## config.mk

```make
export PLATFORM = sky130hd
export DESIGN_NAME = uart_stat_flags
export DESIGN_NICKNAME = d
export VERILOG_FILES = /design/src/rtl/uart_flag_pkg.sv /design/src/rtl/uart_flag_cell.sv /design/src/rtl/uart_flag_access.sv /design/src/rtl/uart_rx_hold.sv /design/src/rtl/uart_flag_irq.sv /design/src/rtl/uart_stat_flags.sv
export SDC_FILE = /design/constraint.sdc
export NUM_CORES = 1
export LEC_CHECK = 0
export BUFFER_PORTS_ARGS = -buffer_cell sky130_fd_sc_hd__buf_2
export CAP_MARGIN = 20
export CORE_ASPECT_RATIO = 0.7
export CORE_MARGIN = 4
export CORE_UTILIZATION = 37
export DETAILED_ROUTE_END_ITERATION = 10
export PLACE_DENSITY = 0.75
export SLEW_MARGIN = 20
export SYNTH_ARGS = -nofsm -noshare
export SYNTH_HDL_FRONTEND = slang
export SYNTH_SLANG_ARGS = --single-unit
```

## constraint.sdc

```tcl
create_clock -name clk -period 1.1 [get_ports clk]
set_clock_uncertainty 0.2 [all_clocks]
set_input_delay 0.165 -clock clk [delete_from_list [all_inputs] [get_ports clk]]
set_output_delay 0.165 -clock clk [all_outputs]
set_load 0.02 [all_outputs]
```

## src/rtl/uart_flag_pkg.sv

```systemverilog
package uart_flag_pkg;
   typedef logic [7:0] flag_vec_t;

   localparam int unsigned FB_TXE  = 7;
   localparam int unsigned FB_TC   = 6;
   localparam int unsigned FB_RXNE = 5;
   localparam int unsigned FB_IDLE = 4;
   localparam int unsigned FB_OVR  = 3;
   localparam int unsigned FB_NSE  = 2;
   localparam int unsigned FB_FRM  = 1;
   localparam int unsigned FB_PAR  = 0;

   localparam int unsigned NUM_FLAGS = 8;
   localparam int unsigned NUM_IRQ   = 5;

   localparam flag_vec_t FLAG_RST = 8'hC0;

   // mask of flags cleared by the armed data-read sequence
   localparam flag_vec_t SEQ_RD_MASK = 8'h1F;
endpackage

```

## src/rtl/uart_flag_cell.sv

```systemverilog
module uart_flag_cell #(
   parameter bit RST_VAL = 1'b0
) (
   input  logic clk,
   input  logic rst_n,
   input  logic set,
   input  logic clr,
   output logic q
);
   always_ff @(posedge clk or negedge rst_n) begin
      if (!rst_n)   q <= RST_VAL;
      else if (set) q <= 1'b1;
      else if (clr) q <= 1'b0;
   end
endmodule

```

## src/rtl/uart_flag_access.sv

```systemverilog
module uart_flag_access
   import uart_flag_pkg::*;
#(
   parameter int unsigned ADDR_W    = 1,
   parameter int unsigned STAT_ADDR = 0,
   parameter int unsigned DATA_ADDR = 1
) (
   input  logic              clk,
   input  logic              rst_n,
   input  logic              sel,
   input  logic              wr,
   input  logic [ADDR_W-1:0] addr,
   input  logic              wd_rxne,
   output logic              st_rd,
   output logic              dr_rd,
   output logic              dr_wr,
   output logic              armed,
   output flag_vec_t         clr
);
   logic hit_st, hit_dr, st_wr;

   assign hit_st = sel && (addr == ADDR_W'(STAT_ADDR));
   assign hit_dr = sel && (addr == ADDR_W'(DATA_ADDR));
   assign st_rd  = hit_st && !wr;
   assign st_wr  = hit_st &&  wr;
   assign dr_rd  = hit_dr && !wr;
   assign dr_wr  = hit_dr &&  wr;

   always_ff @(posedge clk or negedge rst_n) begin
      if (!rst_n)              armed <= 1'b0;
      else if (st_rd)          armed <= 1'b1;
      else if (dr_rd || dr_wr) armed <= 1'b0;
   end

   always_comb begin
      clr          = '0;
      clr[FB_TXE]  = dr_wr;
      clr[FB_TC]   = dr_wr && armed;
      clr[FB_RXNE] = dr_rd || (st_wr && !wd_rxne);
      if (dr_rd && armed) clr = clr | SEQ_RD_MASK;
   end
endmodule

```

## src/rtl/uart_rx_hold.sv

```systemverilog
module uart_rx_hold #(
   parameter int unsigned RX_W = 9
) (
   input  logic            clk,
   input  logic            rst_n,
   input  logic            load,
   input  logic [RX_W-1:0] word,
   output logic [7:0]      low_byte,
   output logic            bit8
);
   always_ff @(posedge clk or negedge rst_n) begin
      if (!rst_n)    low_byte <= '0;
      else if (load) low_byte <= word[7:0];
   end

   generate
      if (RX_W == 9) begin : g_nine
         logic hi_q;
         always_ff @(posedge clk or negedge rst_n) begin
            if (!rst_n)    hi_q <= 1'b0;
            else if (load) hi_q <= word[RX_W-1];
         end
         assign bit8 = hi_q;
      end else begin : g_eight
         assign bit8 = 1'b0;
      end
   endgenerate
endmodule

```

## src/rtl/uart_flag_irq.sv

```systemverilog
module uart_flag_irq
   import uart_flag_pkg::*;
(
   input  flag_vec_t            flags,
   input  logic [NUM_IRQ-1:0]   irq_en,
   output logic [NUM_IRQ-1:0]   irq
);
   logic [NUM_IRQ-1:0] src;

   assign src[4] = flags[FB_TXE];
   assign src[3] = flags[FB_TC];
   assign src[2] = flags[FB_RXNE] | flags[FB_OVR];
   assign src[1] = flags[FB_IDLE];
   assign src[0] = flags[FB_PAR];

   assign irq = src & irq_en;
endmodule

```

## src/rtl/uart_stat_flags.sv

```systemverilog
module uart_stat_flags
   import uart_flag_pkg::*;
#(
   parameter int unsigned ADDR_W    = 1,
   parameter int unsigned STAT_ADDR = 0,
   parameter int unsigned DATA_ADDR = 1,
   parameter int unsigned RX_W      = 9
) (
   input  logic              clk,
   input  logic              rst_n,
   input  logic              bus_sel,
   input  logic              bus_wr,
   input  logic [ADDR_W-1:0] bus_addr,
   input  logic [7:0]        bus_wdata,
   output logic [7:0]        bus_rdata,
   input  logic              ev_txd_taken,
   input  logic              ev_tx_done,
   input  logic              ev_rx_byte,
   input  logic [RX_W-1:0]   rx_word,
   input  logic              ev_idle,
   input  logic              ev_overrun,
   input  logic              ev_noise,
   input  logic              ev_frame,
   input  logic              ev_parity,
   input  logic [4:0]        irq_en,
   output logic [4:0]        irq,
   output logic              rx_bit8,
   output logic              tx_load,
   output logic [7:0]        tx_byte
);
   localparam int unsigned ADDR_SPAN = 1 << ADDR_W;

   generate
      if (RX_W < 8 || RX_W > 9) begin : g_bad_rx_w
         $error("uart_stat_flags: RX_W must be 8 or 9");
      end
      if (STAT_ADDR == DATA_ADDR) begin : g_bad_map
         $error("uart_stat_flags: status and data addresses collide");
      end
      if (STAT_ADDR >= ADDR_SPAN || DATA_ADDR >= ADDR_SPAN) begin : g_bad_span
         $error("uart_stat_flags: register address outside ADDR_W");
      end
   endgenerate

   logic      st_rd, dr_rd, dr_wr, seq_armed;
   flag_vec_t flag_clr, flag_set, flag_q;
   logic [7:0] rx_low;

   uart_flag_access #(
      .ADDR_W   (ADDR_W),
      .STAT_ADDR(STAT_ADDR),
      .DATA_ADDR(DATA_ADDR)
   ) u_access (
      .clk    (clk),
      .rst_n  (rst_n),
      .sel    (bus_sel),
      .wr     (bus_wr),
      .addr   (bus_addr),
      .wd_rxne(bus_wdata[FB_RXNE]),
      .st_rd  (st_rd),
      .dr_rd  (dr_rd),
      .dr_wr  (dr_wr),
      .armed  (seq_armed),
      .clr    (flag_clr)
   );

   always_comb begin
      flag_set          = '0;
      flag_set[FB_TXE]  = ev_txd_taken;
      flag_set[FB_TC]   = ev_tx_done;
      flag_set[FB_RXNE] = ev_rx_byte;
      flag_set[FB_IDLE] = ev_idle;
      flag_set[FB_OVR]  = ev_overrun;
      flag_set[FB_NSE]  = ev_noise;
      flag_set[FB_FRM]  = ev_frame;
      flag_set[FB_PAR]  = ev_parity;
   end

   generate
      for (genvar i = 0; i < NUM_FLAGS; i++) begin : g_flag
         uart_flag_cell #(.RST_VAL(FLAG_RST[i])) u_cell (
            .clk  (clk),
            .rst_n(rst_n),
            .set  (flag_set[i]),
            .clr  (flag_clr[i]),
            .q    (flag_q[i])
         );
      end
   endgenerate

   uart_rx_hold #(.RX_W(RX_W)) u_rx (
      .clk     (clk),
      .rst_n   (rst_n),
      .load    (ev_rx_byte),
      .word    (rx_word),
      .low_byte(rx_low),
      .bit8    (rx_bit8)
   );

   uart_flag_irq u_irq (
      .flags (flag_q),
      .irq_en(irq_en),
      .irq   (irq)
   );

   always_comb begin
      bus_rdata = '0;
      if (st_rd)      bus_rdata = flag_q;
      else if (dr_rd) bus_rdata = rx_low;
   end

   assign tx_load = dr_wr;
   assign tx_byte = bus_wdata;
endmodule

```

==> results.toml, run 1 <==
[status]
run_status = "complete, but fails checks"
violations = "negative setup slack"

[clock_network]
cts_tree = "built"
clk_pin_slew_ns = 0.10
cts-buffers-inserted = 3
htreeDepth = 1
clockBufferDepth = 2
root_buffer = "clkbuf_4"
clock_latency_ns = 0.29
numClockSinks = 18

[sta]
period_needed_ns = 1.51
rsz0062_at_grt = "true"
worstMarginPinSlew_ns = 0.407
hold_viol_final = 0
timing.slew.headroom_pct = 72.9
slew_violations = 0
fin_ws_ns = -0.411
setup_viol = 20
period_share_pct = 137
fmax_ghz = 0.662

[layout]
design_area_um2 = 1460
finish.net_count = 176
drive_gt1_share_pct = 53.6
final_common_cell = "buf_2"
insertedDiodeCount = 0
final_cell_mix = "buf_2 (31), dlygate4sd3_1 (17), dfrtp_1 (16)"
area_growth_pct = 62.2

[place]
postPlaceCellArea_um2 = 1130
gp_congestion = 0.666
post-place-ws_ns = -0.184
port_buffers = 43
hpwl_um = 1550

[logic_synthesis]
synth_nets = 112
syn_avg_cell_area_um2 = 11.7
synth_area_leader_cell = "dfrtp_1"
synth_top_area_share_pct = 44.6
synth_area_leaders = "dfrtp_1 (45%), mux2_2 (11%), mux2i_1 (8.9%)"
synth_seq_cells = 18
yosysWarnings = 0
synth_cell_types = 21
synth_area_um2 = 897
synth_cells = 77
yosysSeqAreaShare_pct = 50.5

[global_routing]
overflow = 0
grt_usage_pct = 14.0
grt_first_pass_wirelength_um = 3560
grt_max_degree = 19
first_global_vias = 800
antenna_found_initial = 0

[drt]
vias = 773
drtPass1Iterations = 4
wl_um = 2220
drc = 0
routedWlPerCell_um = 12.9
dr.first_iter.drc_count = 14
drt-vias-per-instance = 4.49
antenna_left = 0

[pwr]
pwr-share-seq_pct = 48.1
p_sw_share_pct = 25.6
power_density_nw_per_um2 = 1060
p_clk_share_pct = 25.9
power_frac_comb_pct = 26.0
ir_worst_vdd_mv = 0.639
p_int_mw = 1.15
p_switching_mw = 0.397
p_leak_nw = 0.710

[worst_hold_path]
worstHoldPathType = "primary input to flip-flop"
min_from = "bus_wr"
hold_path_depth = 3
min_to = "g_flag[6].u_cell.q"

[die]
io_pins = 58
die_w_um = 66.9
coreArea_um2 = 2220
start_util_pct = 40.3
fp.dieH_um = 49.2
die-area_um2 = 3290
rows = 14

[critical_path]
worstSetupStartpointType = "flip-flop"
r2r_end = "g_flag[5].u_cell.q"
worstRegToRegCells = 3
crit_path_end_kind = "primary output"
crit_type = "flip-flop to primary output"
critPathArrivalTime_ns = 1.15
path_max_fanout = 3
crit_required_ns = 0.73
r2r_slack_ns = -0.18
r2r_start = "g_flag[5].u_cell.q"

[run]
maxCapViolCount = 0
==> sequential cells by signal, summed over array words and instances (netlist names) <==
signal,flops
u_rx.low_byte,8
u_rx.bit8,1
g_flag.u_cell.q,8
u_access.armed,1
==> worst max-delay path by stage <==
| stage | start | end | slack (ns) | cells past startpoint |
|---|---|---|---|---|
| floorplan | bus_wr | bus_rdata[0] | -0.06 | 3 |
| global placement | bus_addr | g_flag[5].u_cell.q | -0.17 | 3 |
| detailed placement | bus_addr | g_flag[5].u_cell.q | -0.18 | 3 |
| CTS | g_flag[7].u_cell.q | bus_rdata[7] | -0.43 | 3 |
| global route | g_flag[7].u_cell.q | bus_rdata[7] | -0.48 | 3 |
| finish | g_flag[7].u_cell.q | bus_rdata[7] | -0.41 | 3 |
==> cell type report <==
| class | count | area, um2 |
|---|---|---|
| Fill cell | 179 | 769 |
| Timing Repair Buffer | 70 | 532 |
| Sequential cell | 18 | 453 |
| Multi-Input combinational cell | 46 | 387 |
| Tap cell | 32 | 40.0 |
| Clock buffer | 4 | 36.3 |
| Inverter | 2 | 7.51 |
==> logic make-up (layout without fill, tap and decap cells) <==
logic type | count (synthesis) | count (layout) | synth area share (%)
AND/OR/NAND/NOR | 19 | 19 | 11.6
multiplexers | 17 | 17 | 20.2
flip-flops | 18 | 18 | 50.5
buffers and inverters | 13 | 76 | 9.07
AO/OA/AOI/OAI | 10 | 10 | 8.65
==> power groups by stage <==
stage | registers, mW | logic [mW] | clock network [mW]
detailed placement | 0.755 | 0.301 | 0
finish | 0.744 | 0.402 | 0.401
global route | 0.750 | 0.437 | 0.449
floorplan | 0.752 | 0.204 | 0
global placement | 0.752 | 0.295 | 0
CTS | 0.743 | 0.396 | 0.420
==> layer usage <==
layer  GRT usage [%]  part of all wire (%)  vias to the layer above
met1            18.0                    43                      353
met3            5.30                   9.0                        2
li1                -                     -                      383
met2            23.0                    48                       35
met4            1.68                  0.23                        0
met5               0                     0                        -
==> cells in the mapped netlist <==
library cell   n
a21o_1         6
a22oi_1        1
a311o_1        1
and2_1         4
and3_1         1
buf_2          2
buf_4          8
clkbuf_1       1
dfrtp_1       16
dfstp_2        2
inv_1          2
mux2_2         9
mux2i_1        8
nand2b_1       2
nand4_1        1
nand4b_1       1
nor2_1         8
nor2b_1        1
o21a_1         1
o21bai_1       1
or3b_1         1
==> worst max-delay path: stages, from the launching register on <==
cell and delay (ns):
dfstp_2 0.55, mux2i_1 0.08, nor2_2 0.10, buf_6 0.12
==> metrics by stage <==
step                      total power, mW  setup TNS (ns)  std cells  util, %  hold WS, ns
after floorplan                     0.956          -0.507         77        -       -0.331
after global placement               1.05           -1.93        147     50.8      -0.0888
after detailed placement             1.06           -2.19        147     50.8      -0.0839
after CTS                            1.56           -4.68        170     64.1       0.0158
after global routing                 1.64           -5.77        172     65.4       0.0345
final                                1.55           -4.57        172     65.4       0.0163
==> what timing repair did <==
action / in CTS / in global routing
endpoints found under the setup margin: 21 / 22
pin swaps: 6 / 4
buffers inserted: 2 / 4
resized for setup: 22 / 6
hold buffers: 17 / 0
endpoints found under the hold margin: 34 / 0
(Power assumes the default switching activity.)
==> run 2, diff against run 1 <==
--- a/config.mk
+++ b/config.mk
@@ -7,9 +7,11 @@
 export LEC_CHECK = 0
 export BUFFER_PORTS_ARGS = -buffer_cell sky130_fd_sc_hd__buf_2
 export CAP_MARGIN = 20
+export CELL_PAD_IN_SITES_DETAIL_PLACEMENT = 1
+export CELL_PAD_IN_SITES_GLOBAL_PLACEMENT = 2
 export CORE_ASPECT_RATIO = 0.7
 export CORE_MARGIN = 4
-export CORE_UTILIZATION = 37
+export CORE_UTILIZATION = 21
 export DETAILED_ROUTE_END_ITERATION = 10
 export PLACE_DENSITY = 0.75
 export SLEW_MARGIN = 20
==> constraint.sdc (replaced) <==
create_clock -name clk -period 1.1 [get_ports clk]
set_clock_uncertainty 0.2 [all_clocks]
set_input_delay 0 -clock clk [delete_from_list [all_inputs] [get_ports clk]]
set_output_delay 0 -clock clk [all_outputs]
set_load 0.02 [all_outputs]
==> results.toml, run 2 (synthesis gave the netlist of run 1 again) <==
[critical_path]
cp_cell_sequence = "mux2i_1 > nor2_1 > buf_4"
cp.depth = 3
r2r_end = "g_flag[5].u_cell.q"
crit_buf_inv = 1
worstSetupStartpointType = "flip-flop"
path_max_fanout = 3
r2r_slack_ns = -0.01
worstSetupStartpoint = "g_flag[7].u_cell.q"
critPathArrivalTime_ns = 1.15
r2r_start = "g_flag[5].u_cell.q"
worstRegToRegCells = 2
cp_top_family = "flip-flops"
critPathMaxStageDelay_ns = 0.54
crit_slowest_cell = "dfstp_2"
crit_path_end_kind = "primary output"
crit_required_ns = 0.90
crit_type = "flip-flop to primary output"

[global_routing]
grt_usage_pct = 9.97
first_global_vias = 909
antenna_found_initial = 0
grt_first_pass_wirelength_um = 4240
grt_max_degree = 19
overflow = 0

[sta]
rsz0062_at_grt = "true"
worstMarginPinSlew_ns = 0.419
slew_violations = 0
timing.slew.headroom_pct = 72.1
fin_ws_ns = -0.251
fmax_ghz = 0.740
hold_viol_final = 3
period_share_pct = 123
period_needed_ns = 1.35
setup_viol = 14
hold_ws_ns = -0.0992

[layout]
final_cell_mix = "buf_2 (32), dlygate4sd3_1 (24), dfrtp_1 (16)"
top_regs = "g_flag.u_cell.q (8), u_rx.low_byte (8)"
drive_gt1_share_pct = 48.3
final_common_cell = "buf_2"
post-route-util_pct = 38.2
insertedDiodeCount = 0
finish.net_count = 181
final_cells = 197
area_growth_pct = 71.1

[clock_network]
hold_buffers = 25
clockBufferDepth = 2
numClockSinks = 18
htreeDepth = 1
cts-buffers-inserted = 3
root_buffer = "clkbuf_8"
clock_latency_ns = 0.25
cts_tree = "built"
clk_pin_slew_ns = 0.07

[die]
die-area_um2 = 5400
rows = 19
fp.dieH_um = 62.7
die_w_um = 86.1
io_pins = 58
coreArea_um2 = 4020
start_util_pct = 22.3

[status]
violations = "negative hold slack, negative setup slack"
run_status = "complete, but fails checks"

[worst_hold_path]
min_to = "g_flag[6].u_cell.q"
min_from = "bus_wr"
hold_path_depth = 3
worstHoldPathType = "primary input to flip-flop"

[drt]
antenna_left = 0
routedWlPerCell_um = 13.5
wl_um = 2660
vias = 831
dr.first_iter.drc_count = 11
drt-vias-per-instance = 4.22
drtPass1Iterations = 2
drc = 0

[run]
maxCapViolCount = 0

[place]
port_buffers = 43
hpwl_um = 1920
post-place-ws_ns = -0.0275
place_inst = 165
gp_congestion = 0.656

[pwr]
ir_worst_vdd_mv = 0.773
p_leak_nw = 0.747
power_density_nw_per_um2 = 1120
## run 2: cell count changes in the layout (fill, tap and decap cells not counted), moves of 3 or more
cell and change:
buf_6 -4, clkbuf_4 -3, clkbuf_8 +3, dlygate4sd3_1 +7
## run 2: what timing repair did
action / in CTS / in global routing
buffers inserted: 1 / 2
pin swaps: 1 / 9
gates resized for setup: 17 / 8
setup endpoints to repair: 14 / 22
endpoints found under the hold margin: 43 / 3
## run 2: where the power goes
| part | total [mW] | internal [mW] | switching [mW] |
|---|---|---|---|
| Combinational | 0.430 | 0.240 | 0.190 |
| Sequential | 0.744 | 0.714 | 0.0291 |
| Clock | 0.542 | 0.318 | 0.224 |
## run 2: final cells by class
cell class                      instances  area (um2)
Fill cell                             458        2480
Timing Repair Buffer                   75         574
Sequential cell                        18         453
Multi-Input combinational cell         46         380
Tap cell                               52        65.1
Clock buffer                            4        55.1
Inverter                                2        7.51
## run 2: worst max path at each step
stage	to	slack (ns)
after floorplan	g_flag[5].u_cell.q	0.03
after global placement	g_flag[1].u_cell.q	0.006
after detailed placement	g_flag[5].u_cell.q	-0.03
after CTS	bus_rdata[7]	-0.25
after global routing	bus_rdata[7]	-0.32
final	bus_rdata[7]	-0.25
## run 2: layer usage
| layer | part of all wire [%] | track usage [%] | vias to the layer above |
|---|---|---|---|
| li1 | - | - | 393 |
| met2 | 46 | 17.0 | 46 |
| met4 | 0 | 0.593 | 0 |
| met1 | 44 | 12.5 | 392 |
| met5 | 0 | 0 | - |
| met3 | 9.4 | 3.69 | 0 |
## run 2: worst reg2reg max path, stage by stage, from the launching register on
cell and delay [ns]:
dfrtp_1 0.41, nor2b_4 0.13, a311o_1 0.26
## run 2: through the flow
stage	setup TNS [ns]	cell area [um2]	power [mW]
after CTS	-2.13	1500	1.73
after floorplan	0	897	0.952
after global routing	-2.70	1540	1.81
final	-1.88	1540	1.72
after global placement	0	1130	1.05
after detailed placement	-0.0414	1130	1.06
